## config.mk

```make
export PLATFORM = sky130hd
export DESIGN_NAME = ring_node
export DESIGN_NICKNAME = d
export VERILOG_FILES = /design/src/rtl/ring_pkg.sv /design/src/rtl/ring_window.sv /design/src/rtl/ring_parser.sv /design/src/rtl/ring_node.sv
export SDC_FILE = /design/constraint.sdc
export NUM_CORES = 1
export LEC_CHECK = 0
export BUFFER_PORTS_ARGS = -buffer_cell sky130_fd_sc_hd__buf_4
export CORE_ASPECT_RATIO = 1.1
export CORE_MARGIN = 8
export CORE_UTILIZATION = 42
export CTS_BUF_LIST = sky130_fd_sc_hd__clkbuf_8
export CTS_CLUSTER_SIZE = 10
export DETAILED_ROUTE_END_ITERATION = 10
export GPL_TIMING_DRIVEN = 1
export PLACE_DENSITY = 0.66
export RECOVER_POWER = 25
export SLEW_MARGIN = 20
export SYNTH_ARGS = -nofsm -noshare
export SYNTH_HDL_FRONTEND = slang
export SYNTH_SLANG_ARGS = --single-unit
```

## constraint.sdc

```tcl
create_clock -name clk -period 3.9 [get_ports clk]
set_input_delay 0.78 -clock clk [delete_from_list [all_inputs] [get_ports clk]]
set_output_delay 0.78 -clock clk [all_outputs]
set_load 0.1 [all_outputs]
```

## src/rtl/ring_pkg.sv

```systemverilog
package ring_pkg;

    localparam logic [15:0] FRAME_ZERO = 16'h0000;
    localparam logic [15:0] FRAME_MARK = 16'hEB90;
    localparam logic [15:0] CMD_ASSIGN = 16'hFE00;

    typedef enum logic [1:0] {
        ST_SEEK,
        ST_CMD,
        ST_ADDR,
        ST_DATA
    } ring_st_e;

    typedef struct packed {
        ring_st_e    st;
        logic        last_zero;
        logic        assign_op;
        logic        write_op;
        logic [15:0] base;
        logic        base_ok;
        logic [15:0] addr;
        logic [8:0]  remain;
        logic        out_valid;
        logic [15:0] out_data;
        logic        wr_en;
        logic [15:0] wr_off;
        logic [15:0] wr_data;
    } ring_state_t;

endpackage

```

## src/rtl/ring_window.sv

```systemverilog
module ring_window #(
    parameter int NODE_LEN = 6
) (
    input  logic [15:0] base,
    input  logic        base_ok,
    input  logic [15:0] addr,
    output logic        hit,
    output logic [15:0] offset
);
    localparam logic [16:0] LEN17 = 17'(NODE_LEN);

    always_comb begin
        offset = addr - base;
        hit    = base_ok && (addr >= base) && ({1'b0, offset} < LEN17);
    end

endmodule

```

## src/rtl/ring_parser.sv

```systemverilog
module ring_parser
    import ring_pkg::*;
#(
    parameter logic [15:0] NODE_ID  = 16'h00A5,
    parameter int          NODE_LEN = 6,
    parameter int          IW       = 2
) (
    input  logic          clk,
    input  logic          rst_n,
    input  logic          in_valid,
    input  logic [15:0]   in_data,
    input  logic          win_hit,
    input  logic [15:0]   win_off,
    output logic [15:0]   base_q_o,
    output logic          base_ok_o,
    output logic [15:0]   addr_o,
    output logic          out_valid,
    output logic [15:0]   out_data,
    output logic          wr_en,
    output logic [IW-1:0] wr_idx,
    output logic [15:0]   wr_data,
    output logic [IW-1:0] rd_idx,
    input  logic [15:0]   rd_data
);
    localparam logic [15:0] LEN16 = 16'(NODE_LEN);

    ring_state_t q, d;
    logic [15:0] off_m2;

    always_comb begin
        d           = q;
        d.out_valid = in_valid;
        d.wr_en     = 1'b0;
        off_m2      = win_off - 16'd2;
        if (in_valid) begin
            d.out_data  = in_data;
            d.last_zero = (in_data == FRAME_ZERO);
            if (q.last_zero && in_data == FRAME_MARK) begin
                d.st = ST_CMD;
            end else begin
                case (q.st)
                    ST_SEEK: d.st = ST_SEEK;
                    ST_CMD: begin
                        if (in_data == CMD_ASSIGN) begin
                            d.assign_op = 1'b1;
                            d.st        = ST_ADDR;
                        end else if (in_data[15:10] == 6'd0 && in_data[8:0] != 9'd0) begin
                            d.assign_op = 1'b0;
                            d.write_op  = in_data[9];
                            d.remain    = in_data[8:0];
                            d.st        = ST_ADDR;
                        end else begin
                            d.st = ST_SEEK;
                        end
                    end
                    ST_ADDR: begin
                        if (q.assign_op) begin
                            d.base     = in_data;
                            d.base_ok  = 1'b1;
                            d.out_data = in_data + LEN16;
                            d.st       = ST_SEEK;
                        end else begin
                            d.addr = in_data;
                            d.st   = ST_DATA;
                        end
                    end
                    ST_DATA: begin
                        if (win_hit) begin
                            if (q.write_op) begin
                                if (win_off >= 16'd2) begin
                                    d.wr_en   = 1'b1;
                                    d.wr_off  = off_m2;
                                    d.wr_data = in_data;
                                end
                            end else if (win_off == 16'd0) begin
                                d.out_data = NODE_ID;
                            end else if (win_off == 16'd1) begin
                                d.out_data = LEN16;
                            end else begin
                                d.out_data = rd_data;
                            end
                        end
                        d.addr   = q.addr + 16'd1;
                        d.remain = q.remain - 9'd1;
                        if (q.remain == 9'd1) d.st = ST_SEEK;
                    end
                    default: d.st = ST_SEEK;
                endcase
            end
        end
    end

    always_ff @(posedge clk) begin
        if (!rst_n) begin
            q <= '0;
        end else begin
            q <= d;
        end
    end

    assign base_q_o  = q.base;
    assign base_ok_o = q.base_ok;
    assign addr_o    = q.addr;
    assign out_valid = q.out_valid;
    assign out_data  = q.out_data;
    assign wr_en     = q.wr_en;
    assign wr_idx    = q.wr_off[IW-1:0];
    assign wr_data   = q.wr_data;
    assign rd_idx    = off_m2[IW-1:0];

    // the assigned base is kept and the next free address is forwarded
    p_assign_fwd_r5: assert property (@(posedge clk) disable iff (!rst_n)
        (in_valid && q.st == ST_ADDR && q.assign_op && !(q.last_zero && in_data == FRAME_MARK))
        |=> (out_data == $past(in_data) + LEN16) && (base_q_o == $past(in_data)) && base_ok_o);

    // words outside a data phase or outside the window are untouched
    p_passthru_r6: assert property (@(posedge clk) disable iff (!rst_n)
        (in_valid && (q.st == ST_SEEK || q.st == ST_CMD ||
                      (q.st == ST_ADDR && !q.assign_op) ||
                      (q.st == ST_DATA && !win_hit)))
        |=> (out_data == $past(in_data)) && !wr_en);

    // a zero-length read or write command drops back to searching
    p_zero_len_r4: assert property (@(posedge clk) disable iff (!rst_n)
        (in_valid && q.st == ST_CMD && in_data[15:10] == 6'd0 && in_data[8:0] == 9'd0)
        |=> q.st == ST_SEEK);

    // no register write happens before a base is assigned
    p_no_base_r9: assert property (@(posedge clk) disable iff (!rst_n)
        !base_ok_o |=> !wr_en);

endmodule

```

## src/rtl/ring_node.sv

```systemverilog
module ring_node #(
    parameter logic [15:0] NODE_ID  = 16'h00A5,
    parameter int          NODE_LEN = 6,
    localparam int         NREG     = NODE_LEN - 2,
    localparam int         IW       = (NREG > 1) ? $clog2(NREG) : 1
) (
    input  logic          clk,
    input  logic          rst_n,
    input  logic          in_valid,
    input  logic [15:0]   in_data,
    output logic          out_valid,
    output logic [15:0]   out_data,
    output logic          reg_wr_en,
    output logic [IW-1:0] reg_wr_idx,
    output logic [15:0]   reg_wr_data,
    output logic [IW-1:0] reg_rd_idx,
    input  logic [15:0]   reg_rd_data
);
    logic [15:0] base_w;
    logic        base_ok_w;
    logic [15:0] addr_w;
    logic        hit_w;
    logic [15:0] off_w;

    ring_window #(
        .NODE_LEN (NODE_LEN)
    ) u_window (
        .base    (base_w),
        .base_ok (base_ok_w),
        .addr    (addr_w),
        .hit     (hit_w),
        .offset  (off_w)
    );

    ring_parser #(
        .NODE_ID  (NODE_ID),
        .NODE_LEN (NODE_LEN),
        .IW       (IW)
    ) u_parser (
        .clk       (clk),
        .rst_n     (rst_n),
        .in_valid  (in_valid),
        .in_data   (in_data),
        .win_hit   (hit_w),
        .win_off   (off_w),
        .base_q_o  (base_w),
        .base_ok_o (base_ok_w),
        .addr_o    (addr_w),
        .out_valid (out_valid),
        .out_data  (out_data),
        .wr_en     (reg_wr_en),
        .wr_idx    (reg_wr_idx),
        .wr_data   (reg_wr_data),
        .rd_idx    (reg_rd_idx),
        .rd_data   (reg_rd_data)
    );

    // the valid flag follows the input with exactly one clock of delay
    p_latency_r1: assert property (@(posedge clk) disable iff (!rst_n)
        in_valid |=> out_valid);
    p_gap_r1: assert property (@(posedge clk) disable iff (!rst_n)
        !in_valid |=> !out_valid && !reg_wr_en);

    // a write strobe always carries the word it forwards
    p_wr_data_r8: assert property (@(posedge clk) disable iff (!rst_n)
        reg_wr_en |-> (reg_wr_data == out_data) && out_valid);

endmodule

```

; Yosys cells after proc, flatten, opt, wreduce, memory -nomap -nowiden
; Index checks and enable logic that the tools add are counted.
[classes]
bitwise = 7
add_sub_neg = 5
eq_ne = 11
muxes = 23
n_lt_le_gt_ge = 3
reduce_logical = 20
[op_table]
columns = op, count
row1 = 33-bit two-way mux, 3
row2 = 49-bit two-way mux, 2
row3 = 16-bit two-way mux, 5
row4 = 16-bit case mux with 2 select lines, 2
row5 = 16-bit equality test (second input constant), 2
row6 = 16-bit logical NOT, 2
row7 = 9-bit two-way mux, 2
row8 = 9-bit case mux with 2 select lines, 1
row9 = 16-bit by 1-bit adder with 16-bit output (second input constant), 1
row10 = 16-bit by 3-bit adder with 16-bit output (second input constant), 1
row11 = 16-bit by 1-bit equality test with 1-bit output (second input constant), 1
row12 = 16-bit >= comparator, 1
row13 = 16-bit by 2-bit >= comparator with 1-bit output (second input constant), 1
row14 = 16-bit by 3-bit less-than comparator with 1-bit output (second input constant), 1
row15 = 16-bit subtractor, 1
row16 = 16-bit by 2-bit subtractor with 16-bit output (second input constant), 1
row17 = 2-bit two-way mux, 6
row18 = 4-bit AND reduction, 3
row19 = 5-bit AND reduction, 2
row20 = 9-bit by 1-bit equality test with 1-bit output (second input constant), 1
row21 = 9-bit nonzero test, 1
row22 = 9-bit by 1-bit subtractor with 9-bit output (second input constant), 1
row23 = 2-bit case mux with 4 select lines, 1
row24 = 1-bit inverter, 7
row25 = other kinds (13), 20
[word_totals]
register_bits = 97
output_inout_bits = 38
in_bits = 35

; Longest topological paths before layout
[depth]
ltp_word = 8
mapped_depth = 14

; Cells and area by module
; From an unflattened synthesis, not the netlist that was laid out.
[unflattened]
cells_unflattened = 795
hier_area_um2 = 6212.2
[by_module_without_submodules]
columns = mod, instances, seq_area_each_um2, area_each_um2, cells_per_inst
row1 = ring_parser, 1, 1661.6, 5207.5, 652
row2 = ring_window, 1, 0.0, 1004.7, 143

; Worst setup path after synthesis
; No wires, ideal clock.
[synth_timing]
path_kind = register to register
startpoint = register u_parser.q (netlist bit u_parser.addr_o[0])
endpoint = register u_parser.q (netlist bit u_parser.out_data[13])
n_path_buf = 0
arrival_time_ps = 3405
slack_ps = 434
setup_ps = 60
path_stages_with_launch = 11
synth_period_minus_slack_ps = 3466
cell_sequence = dfxtp_1 > inv_1 > ha_1 > fa_1 > o21ai_0 > a211oi_1 > and3b_1 > nand4b_1 > nor4_4 > a211o_1 > o221a_1
[synth_between]
elab_chain_cells = 8
elab_cells_between_ends = 13
classes_between = add/sub (1) / order compare (2) / eq/ne (1) / mux (6) / reduce/logical (3)
[synth_lines]
columns = item, line
row1 = from (decl), ring_parser.sv:27  ; ring_state_t q, d;
row2 = from (signal assigned), ring_parser.sv:95  ; q <= '0;
row3 = from (signal assigned), ring_parser.sv:97  ; q <= d;
row4 = branches (longest 5 deep; another with 16-bit subtractor), -
row5 = 49-bit two-way mux (*), ring_parser.sv:68  ; if (win_hit) begin
row6 = 16-bit case mux with 2 select lines (*), ring_parser.sv:41  ; case (q.st)
row7 = 49-bit two-way mux (*), ring_parser.sv:38  ; if (q.last_zero && in_data == FRAME_MARK) begin
; Mark *: on every way between the ends.
; A chain may end at the register's enable or synchronous reset.

; Worst setup path after layout
; Same ends and word-level chain as after synthesis.

==> flow_summary.yaml <==
final_layout:
  nNetsFinal: 885
  area_growth_pct: 8.45
  antenna_cells: 0
  drive_gt1_share_pct: 12.4
  fillers: 1486
  fin_area_um2: 6540
sta:
  rsz0062_at_grt: "false"
  clock_skew_ns: 0.0101
  slew_headroom_pct: 18.6
  slew_violations: 0
  fmax_mhz: 290
  hold_viol_final: 0
  setup_violations: 0
  timing.final.crit_share_pct: 88.5
  final.setup.tns_ns: 0
  finalCriticalPeriod_ns: 3.45
  worst_pin_slew_ns: 1.23
cts:
  htreeDepth: 3
  clock_latency_ns: 0.36
  cts_buffers: 9
  post_cts_resized: 0
  root_buffer: "clkbuf_8"
  hold_buffers: 0
  cts_num_sinks: 83
  clk_path_buf_depth: 2
  clkTransAtPathRegs_ns: 0.09
  post-cts-setup-buffers: 0
  cts_tree: "done"
placement:
  place_area_um2: 6430
  numPortBuffers: 72
  globalplace.congestion: 0.976
  place_hpwl_um: 13400
min_path:
  hold_class: "reg2reg"
  hold_path_depth: 2
  hold_path_end: "u_parser.base_q_o[10]"
  worstHoldStart: "u_parser.base_q_o[10]"
critical_path:
  r2r_end: "u_parser.out_data[13]"
  worst_ep_arrival_time_ns: 3.75
  cp_data_required_time_ns: 4.20
  critPathLaunchType: "flip-flop"
  worstReg2RegStart: "u_parser.addr_o[0]"
  reg2reg_setup_slack_ns: 0.45
  reg2reg_depth: 12
  crit_path_max_fanout: 10
  worst_setup_path_end_kind: "flip-flop"
  crit_type: "reg2reg"
drt:
  first_pass_iters: 5
  drt-initial-drc-count: 612
  drc_errors: 0
  antenna_left: 0
  routed_wl_um: 18400
  vias: 5941
  wl_per_cell_um: 18.0
  vias_per_cell: 5.82
pwr:
  switching_share_pct: 27.8
  clkPwrFrac_pct: 38.9
  netSwitchingPower_uw: 494
  combPwrFrac_pct: 12.4
  p_int_mw: 1.29
  p_leak_nw: 2.66
  powerDensity_nw_per_um2: 272
  ir_worst_vdd_uv: 207
  seqPwrFrac_pct: 48.6
logic_synthesis:
  synth_compound_area_share_pct: 27.0
  synth_mux_area_share_pct: 3.49
  postSynthAreaPerCell_um2: 7.41
  synth_fa_ha_area_share_pct: 5.31
  synth_edf_count: 0
  synth_top_family_by_area: "compound AO/OA/AOI/OAI gates"
  netlist_top_cells_count: "nand2_1, a21oi_1, dfxtp_1"
  ys.flop_type: "dfxtp_1"
  synth_area_leaders: "dfxtp_1, a21oi_1, nand2_1"
  yosys.area.top_type: "dfxtp_1"
  yosys_register_bits: 83
  yosysSeqAreaShare_pct: 27.6
  syn_nets: 874
  async_flop_share_pct: 0
  syn_inst: 814
  synthSimpleGateAreaFrac_pct: 25.5
  synth_xor_area_share_pct: 0.581
  synth_cell_type_count: 79
  synth.most_common_cell: "nand2_1"
  synth_top_area_share_pct: 27.6
  synth_warnings: 0
  synth_area_um2: 6030
global_route:
  antenna_found_initial: 0
  grt_max_degree: 57
  grt_pass1_vias: 5453
  grtUsageTotal_pct: 19.8
  grt_pass1_wl_um: 29200
  grt_overflow: 0
floorplanning:
  dieWidth_um: 130
  core_region_area_um2: 14200
  initial_utilization_pct: 42.4
  fp-row-count: 46
  die_y_um: 142
  ios: 73
  dieArea_um2: 18500
run:
  maxCapViolCount: 0
run_status:
  status: "completed"
[per-stage QoR]
stage	hold WS (ns)	setup slack (ns)	power, mW	cells	util, %
2_1_floorplan	0.434	0.434	1.05	814	-
3_3_place_gp	0.444	0.486	1.11	1006	45.2
3_5_place_dp	0.448	0.474	1.11	1006	45.2
4_1_cts	0.459	0.446	1.80	1021	46.7
5_1_grt	0.482	0.226	1.84	1021	46.0
6_report	0.456	0.449	1.78	1021	46.0
[power by group through the flow]
stage / Clock, mW / Combinational [mW] / Sequential, mW
6_report: 0.694 / 0.222 / 0.866
5_1_grt: 0.737 / 0.233 / 0.867
4_1_cts: 0.703 / 0.227 / 0.866
3_5_place_dp: 0 / 0.226 / 0.886
3_3_place_gp: 0 / 0.226 / 0.886
2_1_floorplan: 0 / 0.160 / 0.887
[logic make-up after synthesis]
group | Yosys count
and+or+nand+nor | 303
DFF | 83
muxes | 21
buffers and inverters | 127
adders and majority gates | 25
xor gates and xnor gates | 4
AOI/OAI and AO/OA | 251
[registers in the layout, summed over array words and instances, names as in the netlist]
signal / count
u_parser.addr_o: 16
u_parser.base_q_o: 16
u_parser.out_data: 16
u_parser.wr_data: 16
u_parser.q: 14
u_parser.wr_idx: 2
u_parser.base_ok_o: 1
u_parser.out_valid: 1
u_parser.wr_en: 1
[how the worst max path moves through the flow]
stage / startpoint / cells after the start / to / slack, ns
2_1_floorplan: u_parser.addr_o[0] / 10 / u_parser.out_data[13] / 0.43
3_3_place_gp: in_data[8] / 9 / u_parser.out_data[4] / 0.49
3_5_place_dp: u_parser.addr_o[0] / 12 / u_parser.out_data[13] / 0.47
4_1_cts: u_parser.addr_o[0] / 12 / u_parser.out_data[13] / 0.45
5_1_grt: u_parser.addr_o[0] / 12 / u_parser.out_data[13] / 0.23
6_report: u_parser.addr_o[0] / 12 / u_parser.out_data[13] / 0.45
[cell type report]
cell class              instances  area, um^2  share of cell area [%]
well taps                     192         240                    3.67
repair buffers                 83         514                    7.86
inverters                      44         165                    2.53
multi-input cells             604        3740                    57.2
clock buffers                  10         138                    2.10
flip-flops and latches         83        1660                    25.4
clock inverters                 5        78.8                    1.21
[layer usage]
layer  track usage, %  vias up  wire length (um)
li1                 -     2902                 -
met1             25.7     2786              8180
met2             32.1      217              8740
met3             3.12       36               977
met4             7.59        0               476
met5                0        -                 0
[cells in the final DEF, fill, tap and decap left out, drive strengths merged, types with 8 or more instances in the layout]
master  instances
nor2           70
o21ai          62
dfxtp          83
clkbuf         39
and2           12
nor2b          10
inv            43
a31oi          21
a21oi          86
a211oi         11
nor3           19
o21a            9
nand2          95
ha             24
nand3          26
mux2i          21
nor4           11
buf            54
o211ai         11
nand4           9
and3           13
nand2b          8
[critical path: stages (launching register included)]
cell      delay [ns]
dfxtp_1         0.39
inv_1           0.08
ha_1            0.19
fa_1            0.43
nor2b_4         0.21
o21a_1          0.17
mux2i_1         0.08
nor2_1          0.17
o211ai_1        0.10
or4_4           0.56
nor4_4          0.63
a211o_1         0.22
o221a_1         0.17
Note: power is estimated with default switching activity, not from simulation.
